### src/rtl/setbus_pkg.sv
package setbus_pkg;

    localparam int HALF_W_DFLT   = 16;
    localparam int NUM_REGS_DFLT = 32;

    // Decoded kind of a bus request for the current cycle.
    typedef enum logic [1:0] {
        OP_IDLE = 2'd0,
        OP_READ = 2'd1,
        OP_LOW  = 2'd2,
        OP_HIGH = 2'd3
    } op_e;

    // Address bit 1 chooses the half; bit 0 is never consulted.
    function automatic op_e classify(input logic valid, input logic we, input logic half_sel);
        if (!valid)
            return OP_IDLE;
        else if (!we)
            return OP_READ;
        else if (half_sel)
            return OP_HIGH;
        else
            return OP_LOW;
    endfunction

endpackage

### src/rtl/setbus_front.sv
module setbus_front
    import setbus_pkg::*;
#(
    parameter int IDX_W  = 5,
    parameter int HALF_W = 16,
    localparam int ADDR_W = IDX_W + 2
) (
    input  logic              clk,
    input  logic              rst,
    input  logic              req_valid,
    input  logic              req_we,
    input  logic [ADDR_W-1:0] req_addr,
    output op_e               op,
    output logic [IDX_W-1:0]  idx,
    output logic              resp_ack,
    output logic [HALF_W-1:0] resp_rdata
);

    assign op  = classify(req_valid, req_we, req_addr[1]);
    assign idx = req_addr[ADDR_W-1:2];

    always_ff @(posedge clk) begin
        if (rst)
            resp_ack <= 1'b0;
        else
            resp_ack <= req_valid;
    end

    // No readback storage: reads complete with zero.
    assign resp_rdata = '0;

    p_ack_follows_r7: assert property (@(posedge clk) disable iff (rst)
        req_valid |=> resp_ack);
    p_no_spurious_ack_r7: assert property (@(posedge clk) disable iff (rst)
        !req_valid |=> !resp_ack);

endmodule

### src/rtl/setbus_pair.sv
module setbus_pair
    import setbus_pkg::*;
#(
    parameter int IDX_W  = 5,
    parameter int HALF_W = 16,
    localparam int DATA_W = 2 * HALF_W
) (
    input  logic              clk,
    input  logic              rst,
    input  op_e               op,
    input  logic [IDX_W-1:0]  idx,
    input  logic [HALF_W-1:0] wdata,
    output logic              fire,
    output logic [IDX_W-1:0]  fire_idx,
    output logic [DATA_W-1:0] fire_data
);

    typedef struct packed {
        logic              valid;
        logic [IDX_W-1:0]  idx;
        logic [HALF_W-1:0] low;
    } pending_t;

    pending_t pend;

    assign fire      = (op == OP_HIGH) && pend.valid && (pend.idx == idx);
    assign fire_idx  = idx;
    assign fire_data = {wdata, pend.low};

    always_ff @(posedge clk) begin
        if (rst) begin
            pend <= '0;
        end else begin
            unique case (op)
                OP_LOW:  pend <= '{valid: 1'b1, idx: idx, low: wdata};
                OP_HIGH: pend.valid <= 1'b0;
                default: pend <= pend;
            endcase
        end
    end

    p_low_arms_r2: assert property (@(posedge clk) disable iff (rst)
        (op == OP_LOW) |=> pend.valid);
    p_high_disarms_r6: assert property (@(posedge clk) disable iff (rst)
        (op == OP_HIGH) |=> !pend.valid);
    p_read_keeps_pending_r7: assert property (@(posedge clk) disable iff (rst)
        (op == OP_READ) |=> ($stable(pend.valid) && $stable(pend.idx) && $stable(pend.low)));

endmodule

### src/rtl/setbus_out.sv
module setbus_out #(
    parameter int IDX_W  = 5,
    parameter int DATA_W = 32
) (
    input  logic              clk,
    input  logic              rst,
    input  logic              fire,
    input  logic [IDX_W-1:0]  fire_idx,
    input  logic [DATA_W-1:0] fire_data,
    output logic              set_stb,
    output logic [IDX_W-1:0]  set_addr,
    output logic [DATA_W-1:0] set_data
);

    always_ff @(posedge clk) begin
        if (rst) begin
            set_stb  <= 1'b0;
            set_addr <= '0;
            set_data <= '0;
        end else begin
            set_stb <= fire;
            if (fire) begin
                set_addr <= fire_idx;
                set_data <= fire_data;
            end
        end
    end

    p_stb_single_r8: assert property (@(posedge clk) disable iff (rst)
        set_stb |=> !set_stb);
    p_hold_between_r8: assert property (@(posedge clk) disable iff (rst)
        !set_stb |-> ($stable(set_addr) && $stable(set_data)));

endmodule

### src/rtl/setbus_bridge.sv
module setbus_bridge
    import setbus_pkg::*;
#(
    parameter int NUM_REGS = NUM_REGS_DFLT,
    parameter int HALF_W   = HALF_W_DFLT,
    localparam int IDX_W   = $clog2(NUM_REGS),
    localparam int ADDR_W  = IDX_W + 2,
    localparam int DATA_W  = 2 * HALF_W
) (
    input  logic              clk,
    input  logic              rst,
    input  logic              req_valid,
    input  logic              req_we,
    input  logic [ADDR_W-1:0] req_addr,
    input  logic [HALF_W-1:0] req_wdata,
    output logic              resp_ack,
    output logic [HALF_W-1:0] resp_rdata,
    output logic              set_stb,
    output logic [IDX_W-1:0]  set_addr,
    output logic [DATA_W-1:0] set_data
);

    op_e               op;
    logic [IDX_W-1:0]  idx;
    logic              fire;
    logic [IDX_W-1:0]  fire_idx;
    logic [DATA_W-1:0] fire_data;

    setbus_front #(.IDX_W(IDX_W), .HALF_W(HALF_W)) u_front (
        .clk(clk), .rst(rst), .req_valid(req_valid), .req_we(req_we),
        .req_addr(req_addr), .op(op), .idx(idx),
        .resp_ack(resp_ack), .resp_rdata(resp_rdata)
    );

    setbus_pair #(.IDX_W(IDX_W), .HALF_W(HALF_W)) u_pair (
        .clk(clk), .rst(rst), .op(op), .idx(idx), .wdata(req_wdata),
        .fire(fire), .fire_idx(fire_idx), .fire_data(fire_data)
    );

    setbus_out #(.IDX_W(IDX_W), .DATA_W(DATA_W)) u_out (
        .clk(clk), .rst(rst), .fire(fire), .fire_idx(fire_idx), .fire_data(fire_data),
        .set_stb(set_stb), .set_addr(set_addr), .set_data(set_data)
    );

    p_stb_from_upper_write_r3: assert property (@(posedge clk) disable iff (rst)
        set_stb |-> $past(req_valid && req_we && req_addr[1]));
    p_stb_on_ack_r3: assert property (@(posedge clk) disable iff (rst)
        set_stb |-> resp_ack);

endmodule

### config.mk
export PLATFORM = sky130hd
export DESIGN_NAME = setbus_bridge
export DESIGN_NICKNAME = d
export VERILOG_FILES = /design/src/rtl/setbus_pkg.sv /design/src/rtl/setbus_front.sv /design/src/rtl/setbus_pair.sv /design/src/rtl/setbus_out.sv /design/src/rtl/setbus_bridge.sv
export SDC_FILE = /design/constraint.sdc
export NUM_CORES = 1
export LEC_CHECK = 0
export ABC_AREA = 1
export BUFFER_PORTS_ARGS = -buffer_cell sky130_fd_sc_hd__buf_2
export CAP_MARGIN = 0
export CORE_MARGIN = 2
export CORE_UTILIZATION = 53
export CTS_BUF_LIST = sky130_fd_sc_hd__clkbuf_2
export DETAILED_ROUTE_END_ITERATION = 16
export PLACE_DENSITY = 0.82
export SYNTH_ARGS = -nofsm -noshare
export SYNTH_HDL_FRONTEND = slang
export SYNTH_SLANG_ARGS = --single-unit
### constraint.sdc
create_clock -name clk -period 1.55 [get_ports clk]
set_input_delay 0.31 -clock clk [delete_from_list [all_inputs] [get_ports clk]]
set_output_delay 0.31 -clock clk [all_outputs]
set_load 0.02 [all_outputs]
==> impl.org, run 1 <==
** Place
- Worst setup slack before clock tree synthesis :: 134 ps
- The placed instances occupy a cell area of 3010 sq um.
- Buffers placed on the I/O ports in this run total 64.
- Routability-driven placement finished with a final weighted congestion of 0.768.
- Placed wire-length estimate after detailed placement :: 3630 microns

** Synth
- Mapped Cells :: 369
- By area, the combinational part of the netlist is dominated by simple AND/OR/NAND/NOR gates.
- Avg Cell Area, Syn :: 7.20 sq um
- Of the total synthesized cell area, the portion taken by AND, OR, NAND and NOR gates is 0.291.
- The Yosys step of the flow raised 0 warnings.
- Ys flop type :: sky130_fd_sc_hd__dfxtp_1
- Number of flops mapped to enable cells by yosys :: 0
- After synthesis the netlist holds a flip-flop and latch count of 61.
- Share of the synthesized netlist area taken by xor and xnor gates :: 0.00330
- Distinct cells, synth :: 22
- Share of flip-flops with an asynchronous set or reset :: 0
- Of the total synthesized cell area, the portion taken by full adders, half adders and majority gates is 0.
- Register area share after synthesis :: 0.460
- The fraction of the mapped netlist area in compound gates was 0.0848.
- Cell area after synthesis :: 2660 sq um
- Post-synthesis mux area share :: 0

** Global routing
- Entering global routing, the biggest net connects 43 pins.
- Wire length of the first global-routing pass :: 8550 microns
- The via count of the first global-routing pass is 2027.
- In the global route stage, met3 resource usage came out at 0.0428.
- In the global route stage, met2 resource usage came out at 0.348.
- In the global route stage, overall resource usage came out at 0.202.
- Layer with the highest usage after global routing :: met2
- After global routing the overflow that remains totals 0.
- Number of antenna violations at the first check in global routing :: 0
- For this run, global-route usage on met1 was measured as 0.234.

** STA
- The count of pins over their slew limit is 0.
- Fraction of the cycle the final worst path needs :: 0.862
- Setup repair after global routing left no endpoint under its margin.
- Accumulated negative setup slack :: 0 ps
- Across the routed clock network, the largest skew measured is 7.63 ps.
- Hold Violations, Final :: 0
- Total of endpoints with negative setup slack in the final report :: 0
- Setup slack on the critical path of the routed design comes to 213 ps.
- Peak clock frequency supported by timing :: 748 MHz
- Minimum hold slack :: 76.1 ps
- The clock period could shrink to 1340 ps.

** Finish
- The library cell used most frequently in the layout, excluding fill and tap cells, is sky130_fd_sc_hd__nor2_1.
- In the final layout, the share of cells above drive strength 1 is 0.221.
- In the final layout, the multi-input gates occupy 1070 sq um.
- Register Area :: 1220 sq um
- The final layout contains 461 nets.
- Number of antenna diodes :: 0
- Finished Core Util :: 0.653
- Fillers :: 442
- Relative area change from synthesis to final layout :: 17.7%
- Leaving out fill and tap cells, the most frequent cells in the layout are sky130_fd_sc_hd__nor2_1, sky130_fd_sc_hd__buf_2, sky130_fd_sc_hd__dfxtp_1, sky130_fd_sc_hd__nand2_1, sky130_fd_sc_hd__inv_1.
- Cell area after layout :: 3130 sq um

** Power
- The analysis attributes to cell leakage a power of 1.56 nW.
- Peak ir drop on the vdd network :: 0.596 mV
- Dividing total power by cell area gives a power density of 899 nW/um^2.

** CTS
- Clock latency of the later-clocked register in the worst-skew pair :: 460 ps
- Sinks on Clock Net :: 61
- Post-cts repair resize count :: 0
- The H-tree was split into 3 levels.
- Clock tree from TritonCTS :: built
- The tree is rooted in a sky130_fd_sc_hd__clkbuf_2.
- The longest clock path from root to sink contains 2 buffers.
- Clock-pin slew was measured on the worst setup and hold paths at 170 ps.
- Total CTS buffers :: 9

** Min path
- Type of the tightest min-delay check :: in2reg

** Routing
- Final wirelength :: 5370 microns
- DR DRC count :: 0
- Routed length per instance :: 10.6 microns
- DR pass1 iterations :: 4
- Vias per cell :: 4.64
- Number of vias after detailed routing :: 2349
- Iteration-0 DRC Markers :: 109
- Routed Antenna Nets :: 0

** Worst setup path
- Worst Path Buf+Inv :: 1
- The worst setup path is launched from a flop.
- Walking the worst path, the cells encountered are buf_2.
- For this run, the slowest stage of the critical path takes 390 ps.
- Data required time at the worst endpoint :: 1240 ps
- Library cell contributing the largest single delay on the critical path :: sky130_fd_sc_hd__dfxtp_1
- Crit path capture type :: primary output
- Cell class contributing the biggest share of worst-path delay :: flip-flops
- The critical path is of the reg2out type.
- For the worst setup path, the data arrival time is 1030 ps.
- Along the worst path, the maximum fanout reaches 2.

** Job
- Max-cap violations in this run came to 0.

** Floorplanning
- The core region is 4790 sq um.
- Ports placed on the boundary :: 82
- The die is 74.8 microns tall.
- From left edge to right edge, the die measures 74.8 microns.
- Die outline area :: 5590 sq um
- Std-Cell Rows :: 25
- Initial Utilization :: 0.555

** Outcome
- The run finished with clean final reports.
## cells in the mapped netlist (3+ instances only)
cell / number / area [sq um]
sky130_fd_sc_hd__o21ai_0: 14 / 70.1
sky130_fd_sc_hd__dfxtp_1: 61 / 1220
sky130_fd_sc_hd__a21oi_1: 23 / 115
sky130_fd_sc_hd__nor2_4: 3 / 33.8
sky130_fd_sc_hd__buf_6: 6 / 67.6
sky130_fd_sc_hd__nand2_1: 57 / 214
sky130_fd_sc_hd__clkbuf_1: 6 / 22.5
sky130_fd_sc_hd__nor2_1: 76 / 285
sky130_fd_sc_hd__inv_1: 46 / 173
sky130_fd_sc_hd__buf_4: 19 / 143
sky130_fd_sc_hd__nand3_1: 37 / 185
sky130_fd_sc_hd__o21ai_1: 8 / 40.0
sky130_fd_sc_hd__buf_1: 3 / 11.3
## state kept, by name (all words and copies together), names as in the netlist
signal	flops
u_out.set_data	32
u_front.resp_ack	1
u_pair.pend	6
u_pair.fire_data	16
u_out.set_stb	1
u_out.set_addr	5
## worst paths after layout
kind                                   start                               end  slack [ps]  cells after the start
max          u_out.set_data[25]$_SDFFE_PP0P_                      set_data[25]         210                      1
min                             req_wdata[5]  u_pair.fire_data[5]$_SDFFE_PP0N_          80                      3
max reg2reg     u_pair.pend[16]$_SDFFE_PP0N_   u_out.set_data[25]$_SDFFE_PP0P_         220                      6
min reg2reg  u_out.set_data[11]$_SDFFE_PP0P_   u_out.set_data[11]$_SDFFE_PP0P_         490                      2
## timing repair
item	4_1_cts	5_1_grt
setup buffers	0	0
hold endpoints to repair	2	0
hold buffers	1	0
## metal layers
layer / vias up / share of wire
li1: 1232 / -
met2: 77 / 0.47
met1: 1031 / 0.46
met4: 0 / 0.013
met3: 9 / 0.057
met5: - / 0
## final cells by class
type,count,area share
clock inverters,5,0.0164
well taps,67,0.0268
repair buffers,74,0.151
multi-input cells,241,0.341
inverters,47,0.0564
clock buffers,11,0.0176
flip-flops and latches,61,0.391
## power by group
| group | switching, W | internal [W] | total, W |
|---|---|---|---|
| registers | 0.0000154 | 0.00160 | 0.00162 |
| clock network | 0.000561 | 0.000376 | 0.000936 |
| logic | 0.000172 | 0.0000877 | 0.000259 |
## cells by family (layout without fill, tap and decap cells)
family          Yosys count  count (layout)
other cells               1              16
flops                    61              61
simple gates            179             179
buf+inv                  82             137
xor+xnor                  1               1
compound gates           45              45
## tightest hold or removal path, cell delays in order
cell and delay (ps):
sky130_fd_sc_hd__buf_2 90, sky130_fd_sc_hd__inv_1 60, sky130_fd_sc_hd__a21oi_1 50
## per-stage QoR
step,total power (W),instances
2_1_floorplan,0.00186,384
5_1_grt,0.00294,506
6_report,0.00281,506
3_5_place_dp,0.00191,489
4_1_cts,0.00284,506
3_3_place_gp,0.00190,489
Note: power is estimated with default switching activity, not from simulation.
==> run 2, diff against run 1 <==
Settings changed: PLACE_DENSITY 0.82 to 0.78.
==> impl.org, run 2 (synthesis gave the netlist of run 1 again) <==
** Outcome
- Run status :: finished clean

** CTS
- Sinks on Clock Net :: 61
- H-tree levels :: 3
- Counting the buffers created by CTS gives 9.
- The tree is rooted in a sky130_fd_sc_hd__clkbuf_2.
- The clock reaches the later pin of the worst-skew pair after 500 ps.
- After clock tree synthesis, the clock-pin slew on the worst setup and hold paths is 180 ps.
- Post-CTS timing repair inserted 0 buffers for setup.
- Clock tree from TritonCTS :: built
- Buffer depth of the longest clock path :: 2

** Finish
- The final layout contains 462 nets.
- Register with the most flip-flops :: u_out.set_data
- Most frequent standard cell in the layout excluding fill and tap cells :: sky130_fd_sc_hd__nor2_1
- Summing all flip-flop and latch instances after layout gives 1220 sq um.
- Commonest cells after routing, fill and taps aside :: sky130_fd_sc_hd__nor2_1, sky130_fd_sc_hd__buf_2, sky130_fd_sc_hd__dfxtp_1, sky130_fd_sc_hd__nand2_1, sky130_fd_sc_hd__inv_1
- The register with the most flip-flops in the layout has 32 of them.
- Fraction of final layout cells with drive strength greater than 1 :: 0.223
- Relative to the synthesized area, the layout overhead comes to 20.0%.
- Summing all multi-input logic gate instances after layout gives 1070 sq um.
- The repair_antennas step left the layout with diodes totalling 0.
- Cell area after layout :: 3190 sq um
- Finished Core Util :: 0.666
- The layout has 445 filler cells.

** Routing
- Using the TritonRoute via totals, the vias-per-cell ratio works out to 4.61.
- Iteration-0 DRC Markers :: 128
- The routed layout has 2336 vias.
- Routed length per instance :: 10.1 microns
- Routed Antenna Nets :: 0
- Final wirelength :: 5140 microns
- DR DRC count :: 0
- The pre-antenna-repair detailed-routing pass consisted of 4 iterations.

** Floorplanning
- For this configuration, the core starts out at a cell density of 0.555.
- Row generation in the floorplan step produced 25 rows.
- The total area inside the core boundary comes to 4790 sq um.
- Die Y :: 74.8 microns
- The floorplan step defined a die boundary enclosing 5590 sq um.
- Ports placed on the boundary :: 82
- Die width :: 74.8 microns

** Worst setup path
- The worst setup path is launched from a flop.
- Register-to-Register Setup Slack :: 240 ps
- Category of the critical setup timing path :: reg2out
- STA classifies the critical path endpoint as a primary output.
- Data required time at the worst endpoint :: 1240 ps
- Together, buffers and inverters on the worst path number 1.
- Library cell contributing the largest single delay on the critical path :: sky130_fd_sc_hd__dfxtp_1
- Critical path's largest stage delay :: 380 ps
- R2R cell count :: 7
- Traced cell by cell, the critical path runs through buf_2.
- Logic depth of the worst setup path including buffers :: 1
- Cell class contributing the biggest share of worst-path delay :: flip-flops
- Arrival time at the worst endpoint :: 1060 ps
- In this run the worst path has a maximum fanout of 2.

** STA
- Of the available clock period, the critical path in the final layout requires 0.882.
- Post-layout min period :: 1370 ps
- The worst path meets setup with 184 ps of slack.
- Hold Violations, Final :: 0
- Static timing analysis puts the maximum clock frequency at 732 MHz.
- Final slew viol count :: 0
- On the final layout, the worst clock skew is 27.9 ps.
- Setup repair after global routing left no endpoint under its margin.
- Total of endpoints with negative setup slack in the final report :: 0
- Accumulated negative setup slack :: 0 ps

** Power
- Total power of the final layout :: 0.00301 W
- Peak ir drop on the vdd network :: 0.613 mV
- For this design the ratio of total power to cell area is 943 nW/um^2.
- Summed over all cells, the static leakage comes to 1.58 nW.

** Global routing
- Total GRT Usage :: 0.197
- The number of antenna violations at the first check in global routing was 0.
- Number of global-route vias before repair :: 2002
- Entering global routing, the biggest net connects 60 pins.
- The first global-routing pass estimated 8420 microns of wire.
- Global routing finished with a remaining overflow of 0.

** Place
- Worst setup slack before clock tree synthesis :: 134 ps
- In this run the tool buffered the top-level ports with 64 buffer cells.
- Detailed placement ended at an HPWL of 3400 microns.
- In this run the cell area measured after placement is 3040 sq um.
- The congestion estimate from routability-driven global placement came to 0.738.

** Job
- Number of max-capacitance violations reported :: 0

** Min path
- Type of the tightest min-delay check :: in2reg
- Along the worst hold path, the cell count comes to 3.
run 2: where the power goes:
| part | leakage, nW | internal, W | switching [W] |
|---|---|---|---|
| logic | 1.01 | 0.0000931 | 0.000172 |
| registers | 0.494 | 0.00160 | 0.0000149 |
| clock network | 0.0822 | 0.000552 | 0.000574 |
| total | 1.58 | 0.00225 | 0.000761 |
run 2: cell type report:
cell class / count / area share
Clock inverter: 4 / 0.0228
Sequential cell: 61 / 0.383
Tap cell: 67 / 0.0263
Clock buffer: 12 / 0.0188
Inverter: 47 / 0.0553
Multi-Input combinational cell: 241 / 0.334
Timing Repair Buffer: 75 / 0.159
run 2: worst paths after layout:
check	startpoint	endpoint
min	req_wdata[9]	u_pair.fire_data[9]$_SDFFE_PP0N_
min reg2reg	u_out.set_addr[0]$_SDFFE_PP0P_	u_out.set_addr[0]$_SDFFE_PP0P_
max reg2reg	u_pair.pend[16]$_SDFFE_PP0N_	u_out.set_data[24]$_SDFFE_PP0P_
max	u_out.set_data[7]$_SDFFE_PP0P_	set_data[7]
run 2: stage by stage:
stage	cells	hold WS [ps]
after floorplan	384	382
after global placement	489	456
after detailed placement	489	466
after CTS	506	5.26
after global routing	507	4.59
final	507	29.2
run 2: repair_timing:
item	CTS	global route
hold buffers	1	1
resized for setup	0	0
hold endpoints to repair	2	1
endpoints found under the setup margin	0	0
run 2: routing by layer:
layer,global-route usage,vias up,part of all wire
met2,0.321,68,0.47
met3,0.0750,10,0.060
met4,0.0774,0,0.015
met5,0,-,0
met1,0.238,1022,0.46
li1,-,1236,-
